File: src/rtl/gci_pkg.sv
package gci_pkg;
    // Default port width and synchronizer depth for the controller.
    localparam int unsigned GCI_WIDTH       = 8;
    localparam int unsigned GCI_SYNC_STAGES = 2;
endpackage

File: src/rtl/gci_sync.sv
module gci_sync #(
    parameter int unsigned WIDTH  = 8,
    parameter int unsigned STAGES = 2
) (
    input  logic             clk,
    input  logic             rst_n,
    input  logic [WIDTH-1:0] async_i,
    output logic [WIDTH-1:0] sync_o
);
    localparam int unsigned LAST = STAGES - 1;

    logic [WIDTH-1:0] stage_d [STAGES];
    logic [WIDTH-1:0] stage_q [STAGES];

    always_comb begin
        stage_d[0] = async_i;
        for (int i = 1; i < STAGES; i++) begin
            stage_d[i] = stage_q[i-1];
        end
    end

    always_ff @(posedge clk or negedge rst_n) begin
        if (!rst_n) begin
            for (int i = 0; i < STAGES; i++) begin
                stage_q[i] <= '0;
            end
        end else begin
            for (int i = 0; i < STAGES; i++) begin
                stage_q[i] <= stage_d[i];
            end
        end
    end

    assign sync_o = stage_q[LAST];
endmodule

File: src/rtl/gci_edge_detect.sv
module gci_edge_detect #(
    parameter int unsigned WIDTH = 8
) (
    input  logic             clk,
    input  logic             rst_n,
    input  logic [WIDTH-1:0] sample_i,
    input  logic [WIDTH-1:0] dir_in_i,
    output logic [WIDTH-1:0] change_o
);
    logic [WIDTH-1:0] prev_d, prev_q;

    // The previous sample tracks every bit, so a direction flip cannot fake an edge.
    always_comb begin
        prev_d   = sample_i;
        change_o = (sample_i ^ prev_q) & dir_in_i;
    end

    always_ff @(posedge clk or negedge rst_n) begin
        if (!rst_n) prev_q <= '0;
        else        prev_q <= prev_d;
    end
endmodule

File: src/rtl/gci_status_alert.sv
module gci_status_alert #(
    parameter int unsigned WIDTH = 8
) (
    input  logic             clk,
    input  logic             rst_n,
    input  logic [WIDTH-1:0] change_i,
    input  logic [WIDTH-1:0] mask_i,
    input  logic             irq_en_i,
    input  logic             stat_rd_i,
    input  logic             ara_ack_i,
    output logic [WIDTH-1:0] status_o,
    output logic             alert_o
);
    typedef struct packed {
        logic [WIDTH-1:0] status;
        logic             alert;
    } core_t;

    core_t core_d, core_q;
    logic  trigger;
    logic  release_req;

    always_comb begin
        trigger     = irq_en_i & (|(change_i & mask_i));
        release_req = stat_rd_i | ara_ack_i;
        core_d      = core_q;
        // A read clears the old contents, and new changes are merged in after the clear.
        core_d.status = (stat_rd_i ? '0 : core_q.status) | change_i;
        if (trigger) begin
            core_d.alert = 1'b1;
        end else if (release_req) begin
            core_d.alert = 1'b0;
        end
    end

    always_ff @(posedge clk or negedge rst_n) begin
        if (!rst_n) core_q <= '0;
        else        core_q <= core_d;
    end

    assign status_o = core_q.status;
    assign alert_o  = core_q.alert;
endmodule

File: src/rtl/gpio_change_irq.sv
module gpio_change_irq
    import gci_pkg::*;
#(
    parameter int unsigned WIDTH       = GCI_WIDTH,
    parameter int unsigned SYNC_STAGES = GCI_SYNC_STAGES
) (
    input  logic             clk,
    input  logic             rst_n,
    input  logic [WIDTH-1:0] pin_i,
    input  logic [WIDTH-1:0] dir_in_i,
    input  logic [WIDTH-1:0] irq_mask_i,
    input  logic             irq_en_i,
    input  logic             stat_rd_i,
    input  logic             ara_ack_i,
    output logic [WIDTH-1:0] status_o,
    output logic             alert_n_o
);
    logic [WIDTH-1:0] pin_sync;
    logic [WIDTH-1:0] edge_chg;
    logic             alert_hi;

    gci_sync #(.WIDTH(WIDTH), .STAGES(SYNC_STAGES)) u_sync (
        .clk     (clk),
        .rst_n   (rst_n),
        .async_i (pin_i),
        .sync_o  (pin_sync)
    );

    gci_edge_detect #(.WIDTH(WIDTH)) u_edge (
        .clk      (clk),
        .rst_n    (rst_n),
        .sample_i (pin_sync),
        .dir_in_i (dir_in_i),
        .change_o (edge_chg)
    );

    gci_status_alert #(.WIDTH(WIDTH)) u_core (
        .clk       (clk),
        .rst_n     (rst_n),
        .change_i  (edge_chg),
        .mask_i    (irq_mask_i),
        .irq_en_i  (irq_en_i),
        .stat_rd_i (stat_rd_i),
        .ara_ack_i (ara_ack_i),
        .status_o  (status_o),
        .alert_o   (alert_hi)
    );

    assign alert_n_o = ~alert_hi;
endmodule

File: config.mk
export PLATFORM = sky130hd
export DESIGN_NAME = gpio_change_irq
export DESIGN_NICKNAME = d
export VERILOG_FILES = /design/src/rtl/gci_pkg.sv /design/src/rtl/gci_sync.sv /design/src/rtl/gci_edge_detect.sv /design/src/rtl/gci_status_alert.sv /design/src/rtl/gpio_change_irq.sv
export SDC_FILE = /design/constraint.sdc
export NUM_CORES = 1
export LEC_CHECK = 0
export BUFFER_PORTS_ARGS = -buffer_cell sky130_fd_sc_hd__buf_2
export CAP_MARGIN = 20
export CORE_AREA = 2 2 55 57
export DETAILED_ROUTE_END_ITERATION = 8
export DIE_AREA = 0 0 57 59
export PLACE_DENSITY_LB_ADDON = 0.08
export SYNTH_ARGS = -nofsm -noshare
export SYNTH_HDL_FRONTEND = slang
export SYNTH_SLANG_ARGS = --single-unit
File: constraint.sdc
create_clock -name clk -period 1.76 [get_ports clk]
set_input_delay 0.176 -clock clk [delete_from_list [all_inputs] [get_ports clk]]
set_output_delay 0.176 -clock clk [all_outputs]
set_load 0.005 [all_outputs]
# Yosys cells after proc, flatten, opt, wreduce, memory -nomap -nowiden
# Index checks and enable logic that the tools add are counted.
# Widths: inputs -> output; s select.
[op_classes]
muxes = 3
n_reduce_logical = 2
n_bitwise = 7
[ops]
columns = ["operator", "n"]
rows = [
  ["$and 8x8->8", 2],
  ["$mux 8", 1],
  ["$or 8x8->8", 1],
  ["$reduce_or 8->1", 1],
  ["$xor 8x8->8", 1],
  ["$mux 1", 2],
  ["$reduce_bool 2->1", 1],
  ["$and 1x1->1", 1],
  ["$not 1->1", 1],
  ["$or 1x1->1", 1],
]
[totals]
elab_cells = 17
ff_bits = 33
input_bits = 29

# Longest topological paths before layout
# Gate-level depths: netlist of the first run.
[depth]
ltp_word = 6
ltp_mapped = 5
ltp_nobuf = 5

# Cells and area by module
# A second synthesis of the first run with hierarchy kept.
[hier_totals]
hier_cells = 66
area_unflattened_um2 = 1068.5
[modules_own_cells]
columns = ["mod", "seq_area_each_um2", "instances", "area_each_um2", "cells_per_inst"]
rows = [
  ["gci_sync", 400.4, 1, 400.4, 16],
  ["gci_status_alert", 225.2, 1, 344.1, 25],
  ["gci_edge_detect", 200.2, 1, 320.3, 24],
  ["gpio_change_irq", 0.0, 1, 3.8, 1],
]

# Least setup slack after synthesis of the first run
# Ideal clock, no wire load.
[synth_timing]
kind = "register to register"
start = "register u_edge.prev_q[3]"
end = "register u_core.core_q, in the netlist u_core.alert_o"
path_buffers = 0
period_less_slack_ns = 0.991
required_time_ns = 1.634
t_arrival_ns = 0.865
setup_ns = 0.126
setup_slack_ns = 0.769
path_stages_with_launch = 6
cell_sequence = "dfrtp_1 -> xor2_1 -> nand3_1 -> nand4_1 -> o21ai_1 -> o31ai_1"
[synth_via]
elab_chain_len = 6
[synth_lines]
columns = ["element", "line_no", "rtl"]
rows = [
  ["from (decl)", "gci_edge_detect.sv:10", "logic [WIDTH-1:0] prev_d, prev_q;"],
  ["from (signal assigned)", "gci_edge_detect.sv:20", "else prev_q <= prev_d;"],
  ["$xor 8x8->8 (*)", "gci_edge_detect.sv:15", "change_o = (sample_i ^ prev_q) & dir_in_i;"],
  ["$and 8x8->8 (*)", "gci_edge_detect.sv:15", ""],
  ["$and 8x8->8 (*)", "gci_status_alert.sv:24", "trigger = irq_en_i & (|(change_i & mask_i));"],
  ["$reduce_or 8->1 (*)", "gci_status_alert.sv:24", ""],
  ["$and 1x1->1 (*)", "gci_status_alert.sv:24", ""],
  ["$mux 1 / $reduce_bool 2->1 (equally long branches)", "n/a", ""],
  ["to (signal assigned)", "gci_status_alert.sv:38", "else core_q <= core_d;"],
  ["to (decl)", "gci_status_alert.sv:19", "core_t core_d, core_q;"],
]
# Mark *: on every way between the ends. The rest lies on a longest branch, timed or not.
# A chain may end at the register's enable or synchronous reset.

# Worst setup path after layout of the first run
[layout_timing]
start = "register u_sync.stage_q, in the netlist u_sync.sync_o[4]"
end = "register u_core.core_q, in the netlist u_core.alert_o"
[layout_via]
elab_chain_len = 6
[layout_lines]
columns = ["element", "line_no", "rtl"]
rows = [
  ["from (decl)", "gci_sync.sv:13", "logic [WIDTH-1:0] stage_q [STAGES];"],
  ["from (signal, indexed assignment)", "gci_sync.sv:29", "stage_q[i] <= stage_d[i];"],
  ["$xor 8x8->8 (*)", "gci_edge_detect.sv:15", ""],
  ["$and 8x8->8 (*)", "gci_edge_detect.sv:15", ""],
  ["$and 8x8->8 (*)", "gci_status_alert.sv:24", ""],
  ["$reduce_or 8->1 (*)", "gci_status_alert.sv:24", ""],
  ["$and 1x1->1 (*)", "gci_status_alert.sv:24", ""],
  ["$mux 1 / $reduce_bool 2->1 (equally long branches)", "n/a", ""],
]
# Marked as above.

==> results.py, run 1 <==
metrics = {
    "status": {
        "status": "complete, no violations",
    },
    "synthesis": {
        "synth-xor-area-share": 0.0658,
        "synth-seq-cells": 33,
        "synth_top_family_by_area": "simple AND/OR/NAND/NOR gates",
        "synth.mux.area_fraction": 0,
        "syn_area_per_cell_sq_um": 13.7,
        "ys_seq_area_frac": 0.776,
        "syn_area_sq_um": 1060,
        "synth_compound_area_frac": 0.0494,
        "yosys_warnings": 0,
        "synthSimpleGateAreaFrac": 0.0776,
        "syn-instance-count": 78,
        "ys_types": 9,
        "synth_nets": 107,
        "synthAdderAreaFrac": 0,
    },
    "floorplan": {
        "chipHeight_microns": 59,
        "core_sq_um": 2710,
        "die_x_microns": 57,
        "pin_count": 38,
        "initial_core_util": 0.393,
        "row_count": 19,
        "die_area_sq_um": 3360,
    },
    "global_routing": {
        "overflow": 0,
        "antenna_found_initial": 0,
        "grt_pass1_wl_mm": 3.22,
        "use_met3": 0.0895,
        "grt_max_degree": 34,
        "use_met1": 0.149,
        "track_usage": 0.135,
        "gr-usage-met2": 0.205,
        "busiest_layer": "met2",
        "grt_pass1_vias": 763,
    },
    "sta": {
        "finalSetupViolCount": 0,
        "fin_crit_sh": 0.620,
        "fin_ws_ns": 0.669,
        "timing.setup.tns_ns": 0,
        "finClkSkew_ns": 0.00567,
        "worst_slew_pin_slew_ns": 0.700,
        "finalHoldViolCount": 0,
        "hold-worst-slack_ns": 0.0365,
        "timing.final.crit_period_ns": 1.09,
        "slew_headroom": 0.533,
        "rsz0062_at_grt": "no",
        "drv_slew": 0,
        "max_freq_mhz": 917,
    },
    "setup_path": {
        "path_cells": "xor2_1, nand3_1, nand4_1, o21ai_1, o31ai_1",
        "end_kind": "flop",
        "start_kind": "flop",
        "cp_slowest_cell": "dfrtp_1",
        "r2r_cells": 5,
        "worstReg2RegStart": "u_sync.sync_o[4]",
        "cpLargestDelayFamily": "flip-flops",
        "worstSetupPathType": "reg2reg",
        "critPathBufInv": 0,
        "r2r_slack_ns": 0.67,
        "reg2reg_to": "u_core.alert_o",
        "cp_max_fo": 2,
        "worstPathRequired_ns": 1.97,
        "arrival_ns": 1.30,
        "slowest_delay_ns": 0.40,
    },
    "clock_network": {
        "cts_tree": "done",
        "cts.repair.resized": 0,
        "htreeDepth": 2,
        "cts_sinks": 33,
        "cts_root_buf": "clkbuf_4",
        "cts_buffers": 5,
        "cts.clk_slew.worst_paths_ns": 0.09,
        "clockBufferDepth": 2,
        "clock_latency_ns": 0.32,
    },
    "min_path": {
        "hold_start": "ara_ack_i",
        "hold_depth": 2,
        "hold_path.class": "in2reg",
        "hold_end": "u_core.alert_o",
    },
    "detailed_routing": {
        "first_pass_iters": 4,
        "antenna_left": 0,
        "drt_iter0_drc": 23,
        "routedWlPerCell_microns": 11.2,
        "drc": 0,
        "totalWireLength_mm": 1.82,
        "vias": 737,
        "vias_per_cell": 4.52,
    },
    "cells_and_area": {
        "num-fill-cells": 256,
        "syn_to_final_growth_pct": 34.3,
        "fin_nets": 160,
        "layout-drive-gt1-share": 0.333,
        "diodes": 0,
        "design_area_sq_um": 1430,
    },
    "placed_design": {
        "dp_hpwl_mm": 1.28,
        "gp_congestion": 0.739,
        "io_buffer_count": 37,
        "place_ws_ns": 0.677,
        "placed_cell_area_sq_um": 1290,
    },
    "job": {
        "maxCapViolCount": 0,
    },
    "power_and_ir_drop": {
        "total_power_uw": 1370,
        "powerDensity_nw_per_um2": 955,
        "ir_worst_vdd_mv": 0.644,
        "leakagePower_uw": 0.000727,
    },
}
-- cell type report --
cell class | instances | area, sq um | share of cell area
Clock buffer | 6 | 41.3 | 0.0289
Clock inverter | 2 | 10.0 | 0.00700
Inverter | 9 | 33.8 | 0.0236
Multi-Input combinational cell | 36 | 205 | 0.143
Sequential cell | 33 | 826 | 0.577
Tap cell | 31 | 38.8 | 0.0271
Timing Repair Buffer | 46 | 275 | 0.192
-- where the power goes --
group / switching (uW) / internal (uW) / total [uW] / leakage (uW)
Clock: 233 / 152 / 385 / 0.0000320
Combinational: 70.6 / 75.9 / 147 / 0.000306
Sequential: 23.0 / 811 / 834 / 0.000389
-- metal layers --
layer  routed length (microns)  vias to the layer above
li1                          -                      359
met1                       751                      338
met2                       857                       38
met3                       197                        2
met4                        15                        0
met5                         0                        -
-- cell usage after synthesis --
library cell | instances | area (sq um)
xor2_1 | 8 | 70.1
nand3_1 | 8 | 40.0
nand4_1 | 2 | 12.5
nand2_1 | 8 | 30.0
o21ai_1 | 1 | 5.00
inv_1 | 9 | 33.8
o21ai_0 | 8 | 40.0
o31ai_1 | 1 | 7.51
dfrtp_1 | 33 | 826
-- worst reg2reg max path, cell delays in order, from the launching register on --
cell and delay [ns]:
dfrtp_1 0.40, xor2_1 0.16, nand3_1 0.10, nand4_1 0.10, o21ai_1 0.14, o31ai_1 0.08
-- placed cells by master, fill, tap and decap left out, drive strengths merged --
master	count
clkbuf	6
nand2	8
o21ai	9
nand4	2
xor2	8
inv	9
dfrtp	33
o31ai	1
nand3	8
clkinv	2
buf	37
dlygate4sd3	9
-- registers in the layout, indices dropped and copies added, names as in the netlist --
name             flops
u_sync.stage_d       8
u_edge.prev_q        8
u_core.alert_o       1
u_sync.sync_o        8
u_core.status_o      8
-- how the worst max path moves through the flow --
stage / start / to / slack (ns) / cells after the start
after detailed placement: u_sync.sync_o[4] / u_core.alert_o / 0.68 / 5
after CTS: u_sync.sync_o[4] / u_core.alert_o / 0.64 / 5
final: u_sync.sync_o[4] / u_core.alert_o / 0.67 / 5
after floorplan: u_edge.prev_q[3] / u_core.alert_o / 0.77 / 5
after global placement: u_sync.sync_o[4] / u_core.alert_o / 0.69 / 5
after global routing: u_sync.sync_o[3] / u_core.alert_o / 0.56 / 5
-- logic make-up after synthesis --
kind of cell,Yosys count
and+or+nand+nor,18
buffers and inverters,9
xor gates and xnor gates,8
DFF,33
AOI/OAI and AO/OA,10
-- repair_timing --
action                                 in CTS  in global routing
endpoints found under the hold margin      41                  0
hold buffers                                9                  0
buffers inserted                            0                  0
-- metrics by stage --
stage	instances	util
after global placement	146	0.476
final	163	0.528
after floorplan	78	-
after CTS	163	0.528
after detailed placement	146	0.476
after global routing	163	0.528
Power figures use the tool's default switching activity.
==> run 2: changes to the inputs <==
- ABC_AREA: not set -> 1
- CORE_AREA: 2 2 55 57 -> 2 2 57 59
- DIE_AREA: 0 0 57 59 -> 0 0 59 61
- clock period: 1.76 -> 0.9 ns (I/O delays scaled with it)
==> run 2 against run 1 <==
Against the previous run:
- utilization up 1.4 points
- the run now ends with negative hold slack, negative setup slack left
- critical path depth up 3
- fmax up 9.3%
- flip-flop and latch count unchanged
- clock-buffer cell count unchanged
- register-to-register slack worse by 0.77 ns
- die area up 7.0%
- sequential power up 94%
- clock skew up 0.0031 ns
- largest cell class unchanged
- non-clock buffer count up 11
- first-iteration DRC count down 30%
- global-route usage up 0.43 points
==> results.py, run 2 <==
metrics = {
    "synthesis": {
        "synth_common_cells": "dfrtp_1, nand2_1, inv_1",
        "synth-xor-area-share": 0,
        "synth_top_family_by_area": "simple AND/OR/NAND/NOR gates",
        "ys_types": 6,
        "synthArstFlopShare": 1.00,
        "synth_top_area_share": 0.734,
        "syn_area_per_cell_sq_um": 12.0,
        "synthAdderAreaFrac": 0,
        "synth-seq-cells": 33,
        "yosysMostFrequentCell": "dfrtp_1",
        "synth.mux.area_fraction": 0,
        "yosys_warnings": 0,
        "synthSimpleGateAreaFrac": 0.135,
        "yosys_most_used_dff": "dfrtp_1",
        "syn-instance-count": 94,
        "syn_area_sq_um": 1120,
        "yosys.area.top_type": "dfrtp_1",
        "ys_seq_area_frac": 0.734,
        "synthTopCellsByArea": "dfrtp_1, nand2_1, a32o_1",
        "synth-edff-count": 0,
        "synth_nets": 123,
        "synth_compound_area_frac": 0.0712,
    },
    "setup_path": {
        "cp_max_fo": 3,
        "cp_slowest_cell": "dfrtp_1",
        "arrival_ns": 1.24,
        "crit_top_cell": "nand2_1",
        "r2r_cells": 8,
        "worstReg2RegStart": "u_sync.sync_o[7]",
        "r2r_slack_ns": -0.1,
        "critPathBufInv": 1,
        "slowest_delay_ns": 0.40,
        "worstSetupPathType": "reg2reg",
        "end_kind": "flop",
        "cpLargestDelayFamily": "simple AND/OR/NAND/NOR gates",
        "reg2reg_to": "u_core.alert_o",
        "path_cells": "inv_1, nand2_1, nand4_1, nand2_1, nor2_1, nand2_1, nand2_1, nand2_1",
        "worstPathRequired_ns": 1.14,
        "start_kind": "flop",
    },
    "min_path": {
        "hold_start": "stat_rd_i",
        "hold_end": "u_core.alert_o",
        "hold_path.class": "in2reg",
        "hold_depth": 4,
    },
    "clock_network": {
        "cts_sinks": 33,
        "clockBufferDepth": 2,
        "cts_buffers": 5,
        "htreeDepth": 2,
        "cts_tree": "done",
        "clock_latency_ns": 0.33,
        "cts.clk_slew.worst_paths_ns": 0.10,
        "cts_root_buf": "clkbuf_4",
    },
    "power_and_ir_drop": {
        "pwr-share-seq": 0.589,
        "p_switching_uw": 676,
        "powerDensity_nw_per_um2": 1720,
        "ir_worst_vdd_mv": 0.928,
        "total_power_uw": 2760,
        "leakagePower_uw": 0.000854,
        "p_clk_frac": 0.282,
        "netSwitchingFraction": 0.245,
        "p_int_uw": 2080,
        "combPwrFrac": 0.129,
    },
    "floorplan": {
        "die_x_microns": 59,
        "core_sq_um": 2950,
        "chipHeight_microns": 61,
        "pin_count": 38,
        "row_count": 20,
        "die_area_sq_um": 3600,
        "initial_core_util": 0.381,
    },
    "detailed_routing": {
        "vias": 879,
        "first_pass_iters": 4,
        "drt_iter0_drc": 16,
        "routedWlPerCell_microns": 11.3,
        "vias_per_cell": 4.58,
        "drc": 0,
        "antenna_left": 0,
        "totalWireLength_mm": 2.17,
    },
    "sta": {
        "worst_slew_pin_slew_ns": 0.307,
        "hold-worst-slack_ns": -0.00227,
        "drv_slew": 0,
        "finalHoldViolCount": 1,
        "slew_headroom": 0.795,
        "rsz0062_at_grt": "yes",
        "fin_crit_sh": 1.11,
        "finalSetupViolCount": 10,
        "finClkSkew_ns": 0.00872,
        "timing.final.crit_period_ns": 0.998,
        "fin_ws_ns": -0.0976,
        "max_freq_mhz": 1000,
    },
    "status": {
        "status": "finished, violations left",
        "violations": "negative hold slack, negative setup slack",
    },
    "cells_and_area": {
        "final_cell_mix": "buf_2, dfrtp_1, nand2_1, inv_1, dlygate4sd3_1",
        "diodes": 0,
        "design_area_sq_um": 1600,
        "fin_nets": 187,
        "utilization": 0.542,
        "final_common_cell": "buf_2",
        "syn_to_final_growth_pct": 42.3,
        "layout.cells.non_filler": 192,
        "layout-drive-gt1-share": 0.371,
    },
    "placed_design": {
        "gp_congestion": 0.647,
        "io_buffer_count": 37,
        "place_ws_ns": -0.108,
        "dp.cells": 165,
        "dp_hpwl_mm": 1.48,
        "placed_cell_area_sq_um": 1370,
    },
    "global_routing": {
        "antenna_found_initial": 0,
        "grt_pass1_vias": 814,
        "track_usage": 0.139,
        "grt_max_degree": 34,
        "grt_pass1_wl_mm": 3.48,
        "overflow": 0,
    },
    "job": {
        "maxCapViolCount": 0,
    },
}
-- run 2: cell count changes after synthesis, sizes merged, moves of 8 or more --
cell   delta
xor2      -8
nand2    +16
inv       +9
nand3     -8
o21ai     -9
a32o      +8
-- run 2: metrics by stage --
step                setup TNS (ns)  hold slack [ns]
finish                      -0.390         -0.00227
global route                -0.819          0.00279
CTS                         -0.545          -0.0582
detailed placement          -0.108           0.0635
global placement            -0.117           0.0580
floorplan                 -0.00653           -0.206
-- run 2: power by group through the flow --
stage	clock [uW]	combinational, uW	sequential (uW)
2_1_floorplan	0	103	1650
3_5_place_dp	0	277	1660
4_1_cts	819	341	1630
5_1_grt	857	403	1640
6_report	777	357	1620
3_3_place_gp	0	268	1650
-- run 2: worst max path at each step --
stage                     startpoint             end  cells after the start
floorplan           u_sync.sync_o[5]  u_core.alert_o                      8
global placement    u_sync.sync_o[3]  u_core.alert_o                      8
detailed placement  u_sync.sync_o[3]  u_core.alert_o                      8
CTS                 u_sync.sync_o[3]  u_core.alert_o                      8
global route        u_sync.sync_o[0]  u_core.alert_o                      8
finish              u_sync.sync_o[7]  u_core.alert_o                      8
-- run 2: cells by family (layout without fill, tap and decap cells) --
family                 after synthesis  after routing
buffers and inverters               18             83
AO/OA/AOI/OAI                        8              8
flip-flops                          33             33
AND/OR/NAND/NOR                     35             35
-- run 2: tightest hold or removal path, stage by stage --
cell and delay, ns:
buf_2 0.09, nor2_1 0.04, nand2_1 0.05, nand2_1 0.04
-- run 2: layout make-up --
class | count | area [sq um]
well taps | 33 | 41.3
clock buffers | 6 | 41.3
clock inverters | 2 | 10.0
flip-flops and latches | 33 | 826
repair buffers | 57 | 375
inverters | 18 | 67.6
multi-input cells | 43 | 239
fillers | 272 | 1350
-- run 2: per-layer routing --
metal	up-vias	routed length, microns	part of all wire	global-route usage
li1	435	-	-	-
met1	409	831	0.38	0.150
met2	28	1150	0.53	0.237
met3	7	123	0.057	0.0469
met4	0	60	0.028	0.0877
met5	-	0	0	0
-- run 2: what timing repair did --
item                                    in CTS  in global routing
endpoints found under the hold margin       42                  1
endpoints found under the setup margin      10                 14
gates resized for setup                      0                  6
hold buffers                                 9                  2
buffers inserted                             6                  2
pin swaps                                    0                  5
==> run 3: changes to the inputs <==
- CTS_BUF_LIST: not set -> sky130_fd_sc_hd__clkbuf_8
==> run 3 against run 2 <==
Against the previous run:
- first-iteration DRC count stayed put
- largest cell class unchanged
- hold slack gained 0.015 ns
- combinational power decreased by 9.0%
- the run ends with negative setup slack left
==> results.py, run 3 (synthesis gave the netlist of run 2 again) <==
metrics = {
    "setup_path": {
        "arrival_ns": 1.18,
        "cp_slowest_cell": "dfrtp_1",
        "worstSetupPathType": "reg2reg",
        "end_kind": "flop",
        "critPathBufInv": 1,
        "path_cells": "inv_1, nand2_1, nand4_1, nand2_1, nor2_1, nand2_1, nand2_1, nand2_1",
        "crit_top_cell": "nand2_1",
        "slowest_delay_ns": 0.39,
        "worstPathRequired_ns": 1.08,
        "start_kind": "flop",
        "cp_max_fo": 3,
        "cpLargestDelayFamily": "simple AND/OR/NAND/NOR gates",
    },
    "sta": {
        "worst_slew_pin_slew_ns": 0.307,
        "finalHoldViolCount": 0,
        "finClkSkew_ns": 0.00534,
        "slew_headroom": 0.795,
        "drv_slew": 0,
        "timing.final.crit_period_ns": 1.00,
        "finalSetupViolCount": 1,
        "fin_crit_sh": 1.12,
        "rsz0062_at_grt": "yes",
        "fin_ws_ns": -0.104,
        "max_freq_mhz": 996,
    },
    "global_routing": {
        "track_usage": 0.137,
        "grt_pass1_wl_mm": 3.41,
        "antenna_found_initial": 0,
        "grt_max_degree": 34,
        "grt_pass1_vias": 799,
        "overflow": 0,
    },
    "placed_design": {
        "dp_hpwl_mm": 1.48,
        "gp_congestion": 0.647,
        "io_buffer_count": 37,
        "dp.cells": 165,
    },
    "power_and_ir_drop": {
        "powerDensity_nw_per_um2": 1890,
        "pwr-share-seq": 0.547,
        "netSwitchingFraction": 0.233,
        "p_int_uw": 2280,
        "p_switching_uw": 694,
        "p_clk_frac": 0.344,
        "leakagePower_uw": 0.000838,
        "ir_worst_vdd_mv": 1.04,
        "combPwrFrac": 0.109,
        "total_power_uw": 2980,
    },
    "detailed_routing": {
        "vias": 845,
        "drc": 0,
        "antenna_left": 0,
        "routedWlPerCell_microns": 11.6,
        "drt_iter0_drc": 16,
        "totalWireLength_mm": 2.15,
        "vias_per_cell": 4.57,
        "first_pass_iters": 4,
    },
    "clock_network": {
        "htreeDepth": 2,
        "clock_latency_ns": 0.28,
        "cts_sinks": 33,
        "cts_tree": "done",
        "cts_buffers": 5,
        "cts.clk_slew.worst_paths_ns": 0.07,
        "clockBufferDepth": 2,
        "cts_root_buf": "clkbuf_8",
    },
    "floorplan": {
        "row_count": 20,
        "pin_count": 38,
        "core_sq_um": 2950,
        "chipHeight_microns": 61,
        "initial_core_util": 0.381,
        "die_area_sq_um": 3600,
        "die_x_microns": 59,
    },
    "cells_and_area": {
        "fin_nets": 180,
        "final_common_cell": "buf_2",
        "diodes": 0,
        "final_cell_mix": "buf_2, dfrtp_1, nand2_1, inv_1, dlygate4sd3_1",
        "layout.cells.non_filler": 185,
        "utilization": 0.533,
        "syn_to_final_growth_pct": 39.9,
        "layout-drive-gt1-share": 0.355,
    },
    "min_path": {
        "hold_path.class": "in2reg",
    },
    "job": {
        "maxCapViolCount": 0,
    },
    "status": {
        "violations": "negative setup slack",
        "status": "finished, violations left",
    },
}
[run 3: power by group through the flow]
stage	registers, uW	logic [uW]	clock network (uW)
3_5_place_dp	1660	277	0
6_report	1630	325	1030
2_1_floorplan	1650	103	0
4_1_cts	1630	310	1070
3_3_place_gp	1650	268	0
5_1_grt	1640	367	1110
[run 3: timing repair]
action / CTS / global route
hold endpoints to repair: 41 / 0
hold buffers: 9 / 0
buffers inserted: 1 / 2
gates resized for setup: 0 / 6
pin swaps: 0 / 5
endpoints found under the setup margin: 2 / 10
[run 3: worst paths after layout]
check	from	depth (start not counted)	to	slack, ns
worst max-delay path	u_sync.sync_o[7]	8	u_core.alert_o	-0.10
worst min-delay path	irq_en_i	3	u_core.alert_o	0.01
worst max register to register	u_sync.sync_o[7]	8	u_core.alert_o	-0.10
worst min register to register	u_sync.stage_d[1]	0	u_sync.sync_o[1]	0.35
max in group asynchronous	rst_n	3	u_sync.stage_d[4]	0.44
min in group asynchronous	rst_n	3	u_edge.prev_q[3]	0.29
[run 3: area by class of cell]
class / count / area [sq um]
Multi-Input combinational cell: 43 / 239
Fill cell: 276 / 1380
Clock buffer: 5 / 68.8
Inverter: 18 / 67.6
Timing Repair Buffer: 50 / 318
Clock inverter: 3 / 13.8
Sequential cell: 33 / 826
Tap cell: 33 / 41.3
[run 3: stage by stage]
| stage | setup TNS [ns] | worst slack (ns) | hold WS, ns | instance area (sq um) |
|---|---|---|---|---|
| floorplan | -0.00653 | -0.00653 | -0.206 | 1120 |
| global placement | -0.117 | -0.117 | 0.0580 | 1370 |
| detailed placement | -0.108 | -0.108 | 0.0635 | 1370 |
| CTS | -0.109 | -0.107 | 0.00372 | 1550 |
| global route | -0.252 | -0.202 | 0.0200 | 1570 |
| finish | -0.104 | -0.104 | 0.0130 | 1570 |
[run 3: tightest hold or removal path, stage by stage]
cell     delay (ns)
buf_2          0.09
nand2_1        0.04
nand2_1        0.04
[run 3: routing by layer]
layer	GRT usage	part of all wire	up-vias
met5	0	0	-
met4	0.0877	0.019	0
met3	0.0469	0.053	5
met2	0.230	0.53	25
met1	0.148	0.40	393
li1	-	-	422
